**src/rtl/cmp_pkg.sv**
```systemverilog
package cmp_pkg;

  // Per-group comparison summary: gt = B wins in this group, eq = all bits match
  typedef struct packed {
    logic gt;
    logic eq;
  } grp_t;

endpackage

```
**src/rtl/cmp_preenc.sv**
```systemverilog
module cmp_preenc
  import cmp_pkg::*;
#(
  parameter int N = 64
) (
  input  logic [N-1:0] a,
  input  logic [N-1:0] b,
  output grp_t [N-1:0] leaf
);

  for (genvar i = 0; i < N; i++) begin : g_bit
    assign leaf[i] = '{gt: (b[i] & ~a[i]), eq: ~(a[i] ^ b[i])};
  end

endmodule

```
**src/rtl/cmp_merge.sv**
```systemverilog
module cmp_merge
  import cmp_pkg::*;
(
  input  grp_t hi,
  input  grp_t lo,
  output grp_t grp
);

  // The upper group decides unless all of its bits match
  assign grp.gt = hi.gt | (hi.eq & lo.gt);
  assign grp.eq = hi.eq & lo.eq;

endmodule

```
**src/rtl/cmp_tree.sv**
```systemverilog
module cmp_tree
  import cmp_pkg::*;
#(
  parameter int N = 64
) (
  input  grp_t [N-1:0] leaf,
  output grp_t         root
);

  // Heap layout: node 0 is the root; node k has children 2k+1 (lower bits) and
  // 2k+2 (upper bits); bit i sits in node N-1+i.
  localparam int NODES = 2 * N - 1;
  localparam int INNER = N - 1;

  grp_t node [NODES];

  for (genvar i = 0; i < N; i++) begin : g_leaf
    assign node[INNER + i] = leaf[i];
  end

  for (genvar k = 0; k < INNER; k++) begin : g_cell
    cmp_merge u_merge (
      .hi  (node[2 * k + 2]),
      .lo  (node[2 * k + 1]),
      .grp (node[k])
    );
  end

  assign root = node[0];

endmodule

```
**src/rtl/mag_cmp_tree.sv**
```systemverilog
module mag_cmp_tree
  import cmp_pkg::*;
#(
  parameter int N = 64
) (
  input  logic         clk,
  input  logic         rst,
  input  logic         in_valid,
  input  logic [N-1:0] op_a,
  input  logic [N-1:0] op_b,
  output logic         out_valid,
  output logic         b_gt,
  output logic         a_eq,
  output logic         b_lt
);

  if (N < 2 || (N & (N - 1)) != 0) begin : g_bad_width
    $error("mag_cmp_tree: N must be a power of two and at least 2");
  end

  logic [N-1:0] a_q;
  logic [N-1:0] b_q;
  logic         stg_v;
  grp_t [N-1:0] leaf;
  grp_t         root;

  // Input stage
  always_ff @(posedge clk) begin
    if (rst) begin
      stg_v <= 1'b0;
    end else begin
      stg_v <= in_valid;
    end
    if (in_valid) begin
      a_q <= op_a;
      b_q <= op_b;
    end
  end

  cmp_preenc #(.N(N)) u_preenc (
    .a    (a_q),
    .b    (b_q),
    .leaf (leaf)
  );

  cmp_tree #(.N(N)) u_tree (
    .leaf (leaf),
    .root (root)
  );

  // Output stage: flags are cleared whenever no fresh result is present
  always_ff @(posedge clk) begin
    if (rst) begin
      out_valid <= 1'b0;
      b_gt      <= 1'b0;
      a_eq      <= 1'b0;
      b_lt      <= 1'b0;
    end else begin
      out_valid <= stg_v;
      if (stg_v) begin
        b_gt <= root.gt;
        a_eq <= root.eq;
        b_lt <= ~root.gt & ~root.eq;
      end else begin
        b_gt <= 1'b0;
        a_eq <= 1'b0;
        b_lt <= 1'b0;
      end
    end
  end

endmodule

```
**config.mk**
```make
export PLATFORM = sky130hd
export DESIGN_NAME = mag_cmp_tree
export DESIGN_NICKNAME = d
export VERILOG_FILES = /design/src/rtl/cmp_pkg.sv /design/src/rtl/cmp_preenc.sv /design/src/rtl/cmp_merge.sv /design/src/rtl/cmp_tree.sv /design/src/rtl/mag_cmp_tree.sv
export SDC_FILE = /design/constraint.sdc
export NUM_CORES = 1
export LEC_CHECK = 0
export BUFFER_PORTS_ARGS = -buffer_cell sky130_fd_sc_hd__buf_4
export CORE_MARGIN = 10
export CORE_UTILIZATION = 30
export DETAILED_ROUTE_END_ITERATION = 7
export SYNTH_ARGS = -nofsm -noshare
export SYNTH_HDL_FRONTEND = slang
export SYNTH_SLANG_ARGS = --single-unit
```
**constraint.sdc**
```tcl
create_clock -name clk -period 2.7 [get_ports clk]
set_clock_uncertainty 0.2 [all_clocks]
set_input_delay 0.405 -clock clk [delete_from_list [all_inputs] [get_ports clk]]
set_output_delay 0.405 -clock clk [all_outputs]
set_load 0.05 [all_outputs]
```
### After elaboration in Yosys (flattened, before gate mapping)

Index checks and enable logic that the tools add are counted.

* output and inout bits: 4
* word-level logic and storage cells: 457
* input port bits: 131
* register bits: 133

* bitwise logic cells: 449
* reductions and logical operators: 1

Operators with widths (count)
* $and A1 B1 Y1: 191
* $not A1 Y1: 131
* $xor A1 B1 Y1: 64
* $or A1 B1 Y1: 63
* $reduce_or A2 Y1: 1

### Depth between registers and ports, before layout

Gate-level depths: netlist of the first run.

* word-level depth: 16
* mapped depth: 8
* gate-level depth less buffers: 8

### Hierarchy

A second synthesis of the first run with hierarchy kept.

* cell total of the unflattened synthesis: 392
* area total of the unflattened synthesis: 5983.2 µm²

By module, submodules not included
* mag_cmp_tree: times used 1, seq. area each 3943.8 µm², area each 3996.3 µm², cells an instance 138
* cmp_preenc: times used 1, seq. area each 0.0 µm², area each 1041.0 µm², cells an instance 128
* cmp_merge: times used 63, seq. area each 0.0 µm², area each 15.0 µm², cells an instance 2

### Worst setup path after synthesis of the first run

No wires, ideal clock.

* kind: flip-flop to flip-flop
* from: register b_q[27]
* to: register b_lt
* stages on the path, launching flop included: 8
* data arrival time: 1709 ps
* path slack: 732 ps
* period minus slack after synthesis: 1968 ps
* library setup time: 60 ps
* path buffers: 0
* cells stage by stage: edfxtp_1 -> ha_1 -> a21oi_2 -> o21ai_1 -> a221o_1 -> o211a_1 -> nor3b_2 -> and3_1

* cells in the longest elaborated chain, start to end: 13
* elaborated cells between the ends (all ways): 24

Ends and longest elaborated chain
* start, declared: line mag_cmp_tree.sv:22 `logic [N-1:0] b_q;`
* start signal, assigned: line mag_cmp_tree.sv:36 `b_q <= op_b;`
* $xor A1 B1 Y1: line cmp_preenc.sv:12 `assign leaf[i] = '{gt: (b[i] & ~a[i]), eq: ~(a[i] ^ b[i])};`
* $not A1 Y1: line cmp_preenc.sv:12
* $and A1 B1 Y1, on equally long branches: line cmp_merge.sv:10, cmp_merge.sv:11
* $or A1 B1 Y1 / $and A1 B1 Y1 (equally long branches): line cmp_merge.sv:10 `assign grp.gt = hi.gt | (hi.eq & lo.gt);`
* $or A1 B1 Y1: line cmp_merge.sv:10
* $and A1 B1 Y1: line cmp_merge.sv:10
* $or A1 B1 Y1 (3 in series): line cmp_merge.sv:10
* $and A1 B1 Y1: line cmp_merge.sv:10
* $or A1 B1 Y1: line cmp_merge.sv:10
* $not A1 Y1: line mag_cmp_tree.sv:63 `b_lt <= ~root.gt & ~root.eq;`
* $and A1 B1 Y1 (*): line mag_cmp_tree.sv:63
* end signal, assigned: line mag_cmp_tree.sv:63
* end, declared: line mag_cmp_tree.sv:14 `output logic b_lt`

Every way passes the cells marked *; elsewhere a longest branch is shown, timed or not.
A chain may end at the register's enable or synchronous reset.

### Final worst setup path of the first run

* from: register b_q[46]
* to: register b_lt

* cells in the longest elaborated chain, start to end: 12
* elaborated cells between the ends (all ways): 24

Ends and longest elaborated chain
* $xor A1 B1 Y1: line cmp_preenc.sv:12
* $not A1 Y1: line cmp_preenc.sv:12
* $and A1 B1 Y1: line cmp_merge.sv:11 `assign grp.eq = hi.eq & lo.eq;`
* $and A1 B1 Y1, on equally long branches: line cmp_merge.sv:10, cmp_merge.sv:11
* $or A1 B1 Y1 (tied with other cells): line cmp_merge.sv:10
* $or A1 B1 Y1 / $and A1 B1 Y1 (equally long branches): line cmp_merge.sv:10
* $or A1 B1 Y1: line cmp_merge.sv:10
* $and A1 B1 Y1: line cmp_merge.sv:10
* $or A1 B1 Y1 (2 in series): line cmp_merge.sv:10
* $not A1 Y1: line mag_cmp_tree.sv:63
* $and A1 B1 Y1 (*): line mag_cmp_tree.sv:63

Marked as above.

==> run_results.csv, run 1 <==
group,metric,value,unit
run_status,status,"complete, no violations",
sta,fin_crit_sh,0.886,
min_path,hold_path_class,"flip-flop to flip-flop",
sta,finalSetupTns,0,ns
routing,dr_wl_met3,802,um
min_path,whs_endpoint,"out_valid$_SDFF_PP0_",
sta,fin_hold_ws,0.304,ns
routing,dr_wl_met2,6.76,mm
routing,wl_per_cell,14.9,um
routing,drtIter0Drc,191,
grt,grt_max_degree,130,
worst_setup_path,path_class,"flip-flop to flip-flop",
sta,slew_headroom,0.409,
worst_setup_path,r2r_cells,7,
layout,final_common_cell,"buf_4",
grt,grt_pass1_wl,21.3,mm
routing,wl,13.3,mm
min_path,hp-start,"stg_v$_SDFF_PP0_",
sta,rsz0062_at_grt,"no",
place,hpwl,8.88,mm
yosys,synth_compound_area_frac,0.0554,
cts,cts_root_buffer,"clkbuf_16",
yosys,syn_inst,372,
worst_setup_path,r2r_end,"b_lt$_SDFF_PP0_",
place,gp_congestion,0.756,
yosys,synth.distinct_cells,31,
yosys,ys_seq_area_frac,0.704,
yosys,synth_top_family_by_area,"adder cells",
cts,clk_path_buf_depth,2,
layout,most-common-layout-cells,"buf_4, dlygate4sd3_1, edfxtp_1",
sta,tightest_slew,0.886,ns
floorplan,dieHeight,157,um
floorplan,core_area,18100,um^2
pwr,leakagePower,3.86,nW
grt,grt_use_total,0.112,
routing,ant_nets,0,
pwr,vdd.ir_drop.worst,0.000530,V
cts,cts_made_buffers,17,
cts,cts_tree,"yes",
routing,num_vias,3855,
cts,post_cts.repair.setup_buffers,0,
floorplan,die_area,24500,um^2
layout,diodes,0,
yosys,ys_ff_latch,133,
layout,drive_above_1_share,0.254,
sta,max_freq,418,MHz
yosys,synth-xor-area-share,0,
yosys,syn_avg_cell_area,15.1,um^2
cts,clk_latency,0.41,ns
sta,slew_viol_final,0,
cts,clk_pin_slew,0.06,ns
floorplan,start_util,0.309,
sta,setup_viol,0,
grt,grt-ovfl-total,0,
yosys,synth_warnings,0,
worst_setup_path,rr_startpoint,"b_q[46]$_DFFE_PP_",
sta,final_hold_viol_count,0,
place,portBuffers,134,
grt,antenna_found_initial,0,
job,drv_cap,0,
floorplan,io_pins,135,
grt,grt_pass1_vias,4320,
worst_setup_path,r2r_slack,0.31,ns
routing,vias_per_cell,4.29,
layout,fin_area,8830,um^2
routing,drt-pass1-iter-count,4,
place,dp.cells,738,
sta,period_needed,2.39,ns
pwr,p_per_area,629,nW/um^2
routing,drt-met1-wl,5.58,mm
floorplan,die_w,157,um
yosys,syn_nets,567,
yosys,syn_area,5600,um^2
min_path,hold_depth,2,
worst_setup_path,endpoint_kind,"flip-flop",
floorplan,row_count,49,
place,place_area,6930,um^2
cts,clock_sinks,133,
worst_setup_path,cp.arrival,2.49,ns
pwr,power.total,5.56,mW
layout,nets,852,
worst_setup_path,critical_path_required,2.80,ns
layout,final_cells,898,
routing,drc,0,
worst_setup_path,crit_fanout,4,
worst_setup_path,startpoint_type,"flip-flop",
yosys,muxShareOfSynthArea,0,
yosys,synthAdderAreaFrac,0.143,
layout,area_delta_synth_final,57.7,%
cts,htreeDepth,4,
routing,routed.top_layer,"met4",
yosys,synthSimpleGateAreaFrac,0.0505,
repair_timing:
| item | CTS | global route |
|---|---|---|
| resized for setup | 0 | 0 |
| hold buffers | 129 | 0 |
| endpoints found under the hold margin | 129 | 0 |
area by class of cell:
cell class	count	area, um^2
inverters	70	263
well taps	229	287
clock buffers	18	429
fillers	1543	9320
repair buffers	266	2330
clock inverters	13	184
flip-flops and latches	133	3940
multi-input cells	169	1390
worst max path at each step:
stage                 startpoint              end  cells past startpoint
2_1_floorplan  b_q[27]$_DFFE_PP_  b_lt$_SDFF_PP0_                      7
4_1_cts        b_q[46]$_DFFE_PP_  b_lt$_SDFF_PP0_                      7
6_report       b_q[46]$_DFFE_PP_  b_lt$_SDFF_PP0_                      7
5_1_grt        b_q[46]$_DFFE_PP_  b_lt$_SDFF_PP0_                      7
3_3_place_gp   b_q[46]$_DFFE_PP_  b_lt$_SDFF_PP0_                      7
3_5_place_dp   b_q[46]$_DFFE_PP_  b_lt$_SDFF_PP0_                      7
sequential cells by signal, summed over array words and instances, names as in the netlist:
name       count
stg_v          1
out_valid      1
a_q           64
b_lt           1
b_q           64
b_gt           1
a_eq           1
routing by layer:
layer / GRT usage / vias to the layer above
met4: 0.0440 / 0
met1: 0.127 / 1789
met3: 0.0444 / 16
li1: - / 1945
met2: 0.186 / 105
met5: 0 / -
synth_stat cells, drive strengths merged:
cell | n | share of area
and4 | 1 | 0.0016
nor2 | 7 | 0.0047
o221ai | 1 | 0.0016
o211a | 1 | 0.0018
a22oi | 1 | 0.0013
a221o | 2 | 0.0036
nor3b | 1 | 0.0022
a21o | 4 | 0.0054
nand4 | 12 | 0.013
nor4 | 4 | 0.0045
a311oi | 1 | 0.0016
and3 | 1 | 0.0011
nor2b | 1 | 0.0011
nand3 | 9 | 0.0080
inv | 70 | 0.047
o211ai | 1 | 0.0013
nand2 | 13 | 0.0087
edfxtp | 128 | 0.69
o21bai | 1 | 0.0013
ha | 64 | 0.14
a22o | 1 | 0.0016
a21oi | 27 | 0.025
dfxtp | 5 | 0.018
o31ai | 1 | 0.0013
or2 | 1 | 0.0011
a211oi | 2 | 0.0027
nand2b | 2 | 0.0022
o21ai | 8 | 0.0071
nor3 | 2 | 0.0018
cells by family (layout without fill, tap and decap cells):
group / after synthesis / count (layout)
AND/OR/NAND/NOR: 54 / 54
AO/OA/AOI/OAI: 51 / 51
adder cells (fa/ha/maj): 64 / 64
flip-flops: 133 / 133
buffers and inverters: 70 / 367
stage by stage:
step / setup slack [ns] / util
global route: 0.127 / 0.487
detailed placement: 0.240 / 0.382
floorplan: 0.732 / -
global placement: 0.295 / 0.382
CTS: 0.213 / 0.487
finish: 0.308 / 0.487
report_power, final:
| part | internal [mW] | switching (mW) |
|---|---|---|
| Combinational | 0.389 | 0.287 |
| Clock | 1.54 | 0.856 |
| Sequential | 2.44 | 0.0445 |
| Total | 4.37 | 1.19 |
critical path, stage by stage, from the launching register on:
cell      delay, ns
edfxtp_1       0.38
ha_1           0.32
nand4_1        0.20
nor4_1         0.41
buf_4          0.18
nand4_1        0.18
o21bai_1       0.23
and3_1         0.18
No activity file was read; power rests on OpenSTA's default activity.
==> inputs of run 2 (changes only) <==
CORE_UTILIZATION = 25   (was 30)
==> run 2 against run 1 <==
  * Critical path depth did not move
  * First-iteration DRC count fell by 7.3%
  * Register-to-register slack got worse by 0.10 ns
  * Fmax fell by 4.2%
  * Sequential share of layout area fell by 0.36 points
  * Final area rose by 0.82%
==> run_results.csv, run 2 (synthesis gave the netlist of run 1 again) <==
group,metric,value,unit
run_status,status,"complete, no violations",
worst_setup_path,crit_path_cell_trace,"ha_1, nand4_1, nor4_2, buf_4, nand4_1, o21bai_1, and3_1",
job,drv_cap,0,
cts,clk_pin_slew,0.06,ns
place,hpwl,9.63,mm
grt,grt_max_degree,76,
floorplan,die_area,28800,um^2
worst_setup_path,r2r_slack,0.20,ns
layout,nets,852,
layout,most-common-layout-cells,"buf_4, dlygate4sd3_1, edfxtp_1",
floorplan,row_count,54,
place,place_area,7000,um^2
sta,max_freq,401,MHz
sta,fin_crit_sh,0.925,
pwr,leakagePower,3.86,nW
worst_setup_path,path_class,"flip-flop to flip-flop",
layout,fin_area,8900,um^2
routing,drtIter0Drc,177,
grt,grt_pass1_vias,4407,
sta,fin_hold_ws,0.273,ns
sta,tightest_slew,0.435,ns
cts,htreeDepth,4,
cts,cts_tree,"yes",
grt,antenna_found_initial,0,
pwr,p_per_area,621,nW/um^2
grt,grt_use_total,0.102,
sta,slew_headroom,0.708,
min_path,hold_depth,2,
sta,slew_viol_final,0,
routing,num_vias,3839,
sta,period_needed,2.50,ns
routing,vias_per_cell,4.04,
worst_setup_path,cp_slowest_cell,"nor4_2",
worst_setup_path,path_buf_inv,1,
layout,final_common_cell,"buf_4",
floorplan,io_pins,135,
worst_setup_path,r2r_cells,7,
floorplan,dieHeight,170,um
cts,clk_latency,0.42,ns
worst_setup_path,crit_fanout,4,
cts,cts_root_buffer,"clkbuf_16",
worst_setup_path,rr_startpoint,"b_q[46]$_DFFE_PP_",
grt,grt_pass1_wl,23.0,mm
layout,drive_above_1_share,0.257,
floorplan,start_util,0.255,
grt,grt-ovfl-total,0,
worst_setup_path,r2r_end,"b_lt$_SDFF_PP0_",
sta,final_hold_viol_count,0,
worst_setup_path,cpLargestDelayFamily,"simple AND/OR/NAND/NOR gates",
routing,ant_nets,0,
sta,finalSetupTns,0,ns
routing,wl,14.0,mm
worst_setup_path,startpoint_type,"flip-flop",
worst_setup_path,endpoint_kind,"flip-flop",
floorplan,core_area,22000,um^2
layout,area_delta_synth_final,59.0,%
min_path,hold_path_class,"flip-flop to flip-flop",
worst_setup_path,cp.arrival,2.61,ns
cts,clock_sinks,133,
min_path,hp-start,"stg_v$_SDFF_PP0_",
worst_setup_path,cpMostUsedCell,"nand4_1",
floorplan,die_w,170,um
cts,clk_path_buf_depth,2,
place,gp_congestion,0.781,
layout,diodes,0,
sta,setup_viol,0,
worst_setup_path,path_depth,7,
pwr,vdd.ir_drop.worst,0.000315,V
worst_setup_path,slowest_delay,0.42,ns
sta,rsz0062_at_grt,"no",
cts,cts_made_buffers,17,
layout,fillers,1971,
routing,drc,0,
layout,reg_top3,"a_q: 64 flops, b_q: 64 flops",
worst_setup_path,cp-startpoint,"b_q[46]$_DFFE_PP_",
worst_setup_path,critPathCapture,"b_lt$_SDFF_PP0_",
routing,drt-pass1-iter-count,4,
cts,post_cts.repair.setup_buffers,0,
routing,wl_per_cell,14.8,um
place,portBuffers,134,
worst_setup_path,critical_path_required,2.81,ns
==> run 2: power breakdown <==
part	leakage [nW]	switching, mW	internal, mW
registers	1.29	0.0473	2.44
clock network	0.284	0.900	1.46
logic	2.28	0.293	0.389
==> run 2: stage by stage <==
step                instances  power (mW)  setup slack, ns   util
floorplan                 372        2.77            0.732      -
global placement          789        3.05            0.120  0.319
detailed placement        789        3.06           0.0593  0.319
CTS                       950        5.64           0.0452  0.405
global route              950        5.82           0.0633  0.406
finish                    950        5.53            0.203  0.406
==> run 2: worst min-delay path by stage <==
stage	slack (ns)	end
6_report	0.27	out_valid$_SDFF_PP0_
5_1_grt	0.29	a_q[27]$_DFFE_PP_
4_1_cts	0.28	out_valid$_SDFF_PP0_
3_5_place_dp	0.27	out_valid$_SDFF_PP0_
3_3_place_gp	0.28	out_valid$_SDFF_PP0_
2_1_floorplan	0.24	out_valid$_SDFF_PP0_
==> run 2: layer usage <==
layer  share of wire  up-vias  global-route usage
met2            0.50      101               0.173
li1                -     1940                   -
met4          0.0089        0              0.0332
met5               0        -                   0
met3           0.064       12              0.0377
met1            0.42     1786               0.117
==> run 2: tightest hold or removal path: stages (launching register included) <==
cell	delay, ns
dfxtp_1	0.30
nand2b_1	0.08
inv_1	0.07
==> run 2: layout make-up <==
type / count / area [um^2] / area share
sequential: 133 / 3940 / 0.443
multi-input combinational: 169 / 1400 / 0.157
inverter: 70 / 263 / 0.0295
timing repair buffer: 266 / 2340 / 0.263
tap: 280 / 350 / 0.0393
clock buffer: 18 / 429 / 0.0482
clock inverter: 14 / 174 / 0.0195
==> run 2: repair_timing <==
action,4_1_cts,5_1_grt
endpoints found under the hold margin,129,0
resized for setup,0,1
hold buffers,129,0
endpoints found under the setup margin,0,2
==> inputs of run 3 (changes only) <==
CTS_BUF_LIST = sky130_fd_sc_hd__clkbuf_4 sky130_fd_sc_hd__clkbuf_8   (was not set)
==> run 3 against run 2 <==
  * Combinational power about the same
  * Final area down 2.1%
  * Utilization is 0.85 points lower
  * Die area stayed put
  * Via count rose by 0.42%
  * Worst setup slack better by 0.053 ns
  * Power shrank 11%
  * First-iteration DRC count down 18%
  * Global-route usage hardly changed
  * Non-clock buffer count did not move
  * Sequential share of layout area increased by 0.95 points
  * Clock power decreased by 25%
  * Critical endpoint unchanged
==> run_results.csv, run 3 (synthesis gave the netlist of run 1 again) <==
group,metric,value,unit
grt,grt_max_degree,76,
floorplan,row_count,54,
worst_setup_path,critPathCapture,"b_lt$_SDFF_PP0_",
layout,area_delta_synth_final,55.7,%
min_path,hp-start,"in_valid",
sta,slew_viol_final,0,
worst_setup_path,cp.arrival,2.58,ns
sta,rsz0062_at_grt,"no",
grt,grt-ovfl-total,0,
layout,fillers,1989,
cts,clk_latency,0.44,ns
place,portBuffers,134,
cts,htreeDepth,4,
cts,cts_root_buffer,"clkbuf_8",
worst_setup_path,endpoint_kind,"flip-flop",
cts,cts_made_buffers,17,
routing,drt-pass1-iter-count,4,
layout,fin_area,8720,um^2
floorplan,dieHeight,170,um
job,drv_cap,0,
grt,grt_pass1_wl,22.9,mm
layout,final_common_cell,"buf_4",
worst_setup_path,cp-startpoint,"b_q[46]$_DFFE_PP_",
worst_setup_path,crit_path_cell_trace,"ha_1, nand4_1, nor4_2, buf_4, nand4_1, o21bai_1, and3_1",
grt,antenna_found_initial,0,
place,place_area,7000,um^2
place,hpwl,9.63,mm
worst_setup_path,r2r_slack,0.26,ns
routing,wl,14.0,mm
floorplan,io_pins,135,
routing,drtIter0Drc,145,
sta,fin_crit_sh,0.905,
min_path,hold_path_class,"input pin to flip-flop",
sta,setup_viol,0,
cts,clock_sinks,133,
pwr,p_per_area,565,nW/um^2
layout,nets,852,
floorplan,die_w,170,um
sta,slew_headroom,0.707,
worst_setup_path,path_class,"flip-flop to flip-flop",
routing,drc,0,
pwr,vdd.ir_drop.worst,0.000278,V
sta,final_hold_viol_count,0,
run_status,status,"complete, no violations",
grt,grt_use_total,0.102,
cts,post_cts.repair.setup_buffers,0,
floorplan,core_area,22000,um^2
sta,tightest_slew,0.435,ns
worst_setup_path,critical_path_required,2.84,ns
grt,grt_pass1_vias,4396,
layout,drive_above_1_share,0.258,
worst_setup_path,cpMostUsedCell,"nand4_1",
cts,cts_tree,"yes",
floorplan,start_util,0.255,
routing,wl_per_cell,14.8,um
worst_setup_path,rr_startpoint,"b_q[46]$_DFFE_PP_",
sta,finalSetupTns,0,ns
layout,reg_top3,"a_q: 64 flops, b_q: 64 flops",
layout,most-common-layout-cells,"buf_4, dlygate4sd3_1, edfxtp_1",
layout,diodes,0,
routing,ant_nets,0,
place,dp.cells,789,
place,gp_congestion,0.781,
sta,max_freq,409,MHz
sta,period_needed,2.44,ns
floorplan,die_area,28800,um^2
layout,final_cells,950,
worst_setup_path,slowest_delay,0.42,ns
worst_setup_path,r2r_cells,7,
sta,fin_hold_ws,0.276,ns
routing,vias_per_cell,4.06,
worst_setup_path,r2r_end,"b_lt$_SDFF_PP0_",
routing,num_vias,3855,
sta,worst_slack,0.256,ns
cts,clk_pin_slew,0.08,ns
pwr,leakagePower,3.78,nW
worst_setup_path,startpoint_type,"flip-flop",
worst_setup_path,cp_slowest_cell,"nor4_2",
place,dp_slack,0.0593,ns
cts,clk_path_buf_depth,2,
worst_setup_path,crit_fanout,4,
==> run 3: cell count changes in the layout (fill, tap and decap cells not counted) <==
cell	change
clkbuf_16	-17
clkbuf_8	+17
clkbuf_1	-1
clkbuf_4	+1
==> run 3: metrics by stage <==
stage / utilization / power, mW
after global placement: 0.319 / 3.05
after CTS: 0.397 / 5.02
after floorplan: - / 2.77
after global routing: 0.397 / 5.20
after detailed placement: 0.319 / 3.06
final: 0.397 / 4.92
==> run 3: metal layers <==
| metal | vias up | global-route usage | routed length (um) |
|---|---|---|---|
| li1 | 1937 | - | - |
| met1 | 1801 | 0.116 | 5880 |
| met2 | 107 | 0.174 | 7170 |
| met3 | 10 | 0.0384 | 850 |
| met4 | 0 | 0.0320 | 124 |
| met5 | - | 0 | 0 |
==> run 3: worst min path at each step <==
stage,end,cells past startpoint
2_1_floorplan,out_valid$_SDFF_PP0_,2
3_5_place_dp,out_valid$_SDFF_PP0_,2
6_report,a_q[27]$_DFFE_PP_,2
5_1_grt,a_q[27]$_DFFE_PP_,2
4_1_cts,a_q[27]$_DFFE_PP_,2
3_3_place_gp,out_valid$_SDFF_PP0_,2
==> run 3: worst max-delay path, delay by kind of cell, from the launching register on <==
kind                       cells  cell delay [ns]
and+or+nand+nor                4             1.03
adders and majority gates      1             0.33
DFF                            1             0.39
AOI/OAI and AO/OA              1             0.22
buffers and inverters          1             0.17
==> run 3: power by group <==
group | internal [mW] | switching, mW | total [mW]
registers | 2.44 | 0.0476 | 2.48
clock network | 0.932 | 0.824 | 1.76
logic | 0.389 | 0.292 | 0.681
total | 3.76 | 1.16 | 4.92
==> run 3: repair_timing <==
action,4_1_cts,5_1_grt
gates resized for setup,0,1
endpoints found under the hold margin,129,0
hold buffers,129,0
setup endpoints to repair,0,2
==> run 3: final cells by class <==
| class | count | area [um^2] | share of cell area |
|---|---|---|---|
| clock buffers | 18 | 241 | 0.0277 |
| clock inverters | 14 | 174 | 0.0200 |
| inverters | 70 | 263 | 0.0301 |
| multi-input cells | 169 | 1400 | 0.161 |
| flip-flops and latches | 133 | 3940 | 0.452 |
| well taps | 280 | 350 | 0.0402 |
| repair buffers | 266 | 2340 | 0.269 |
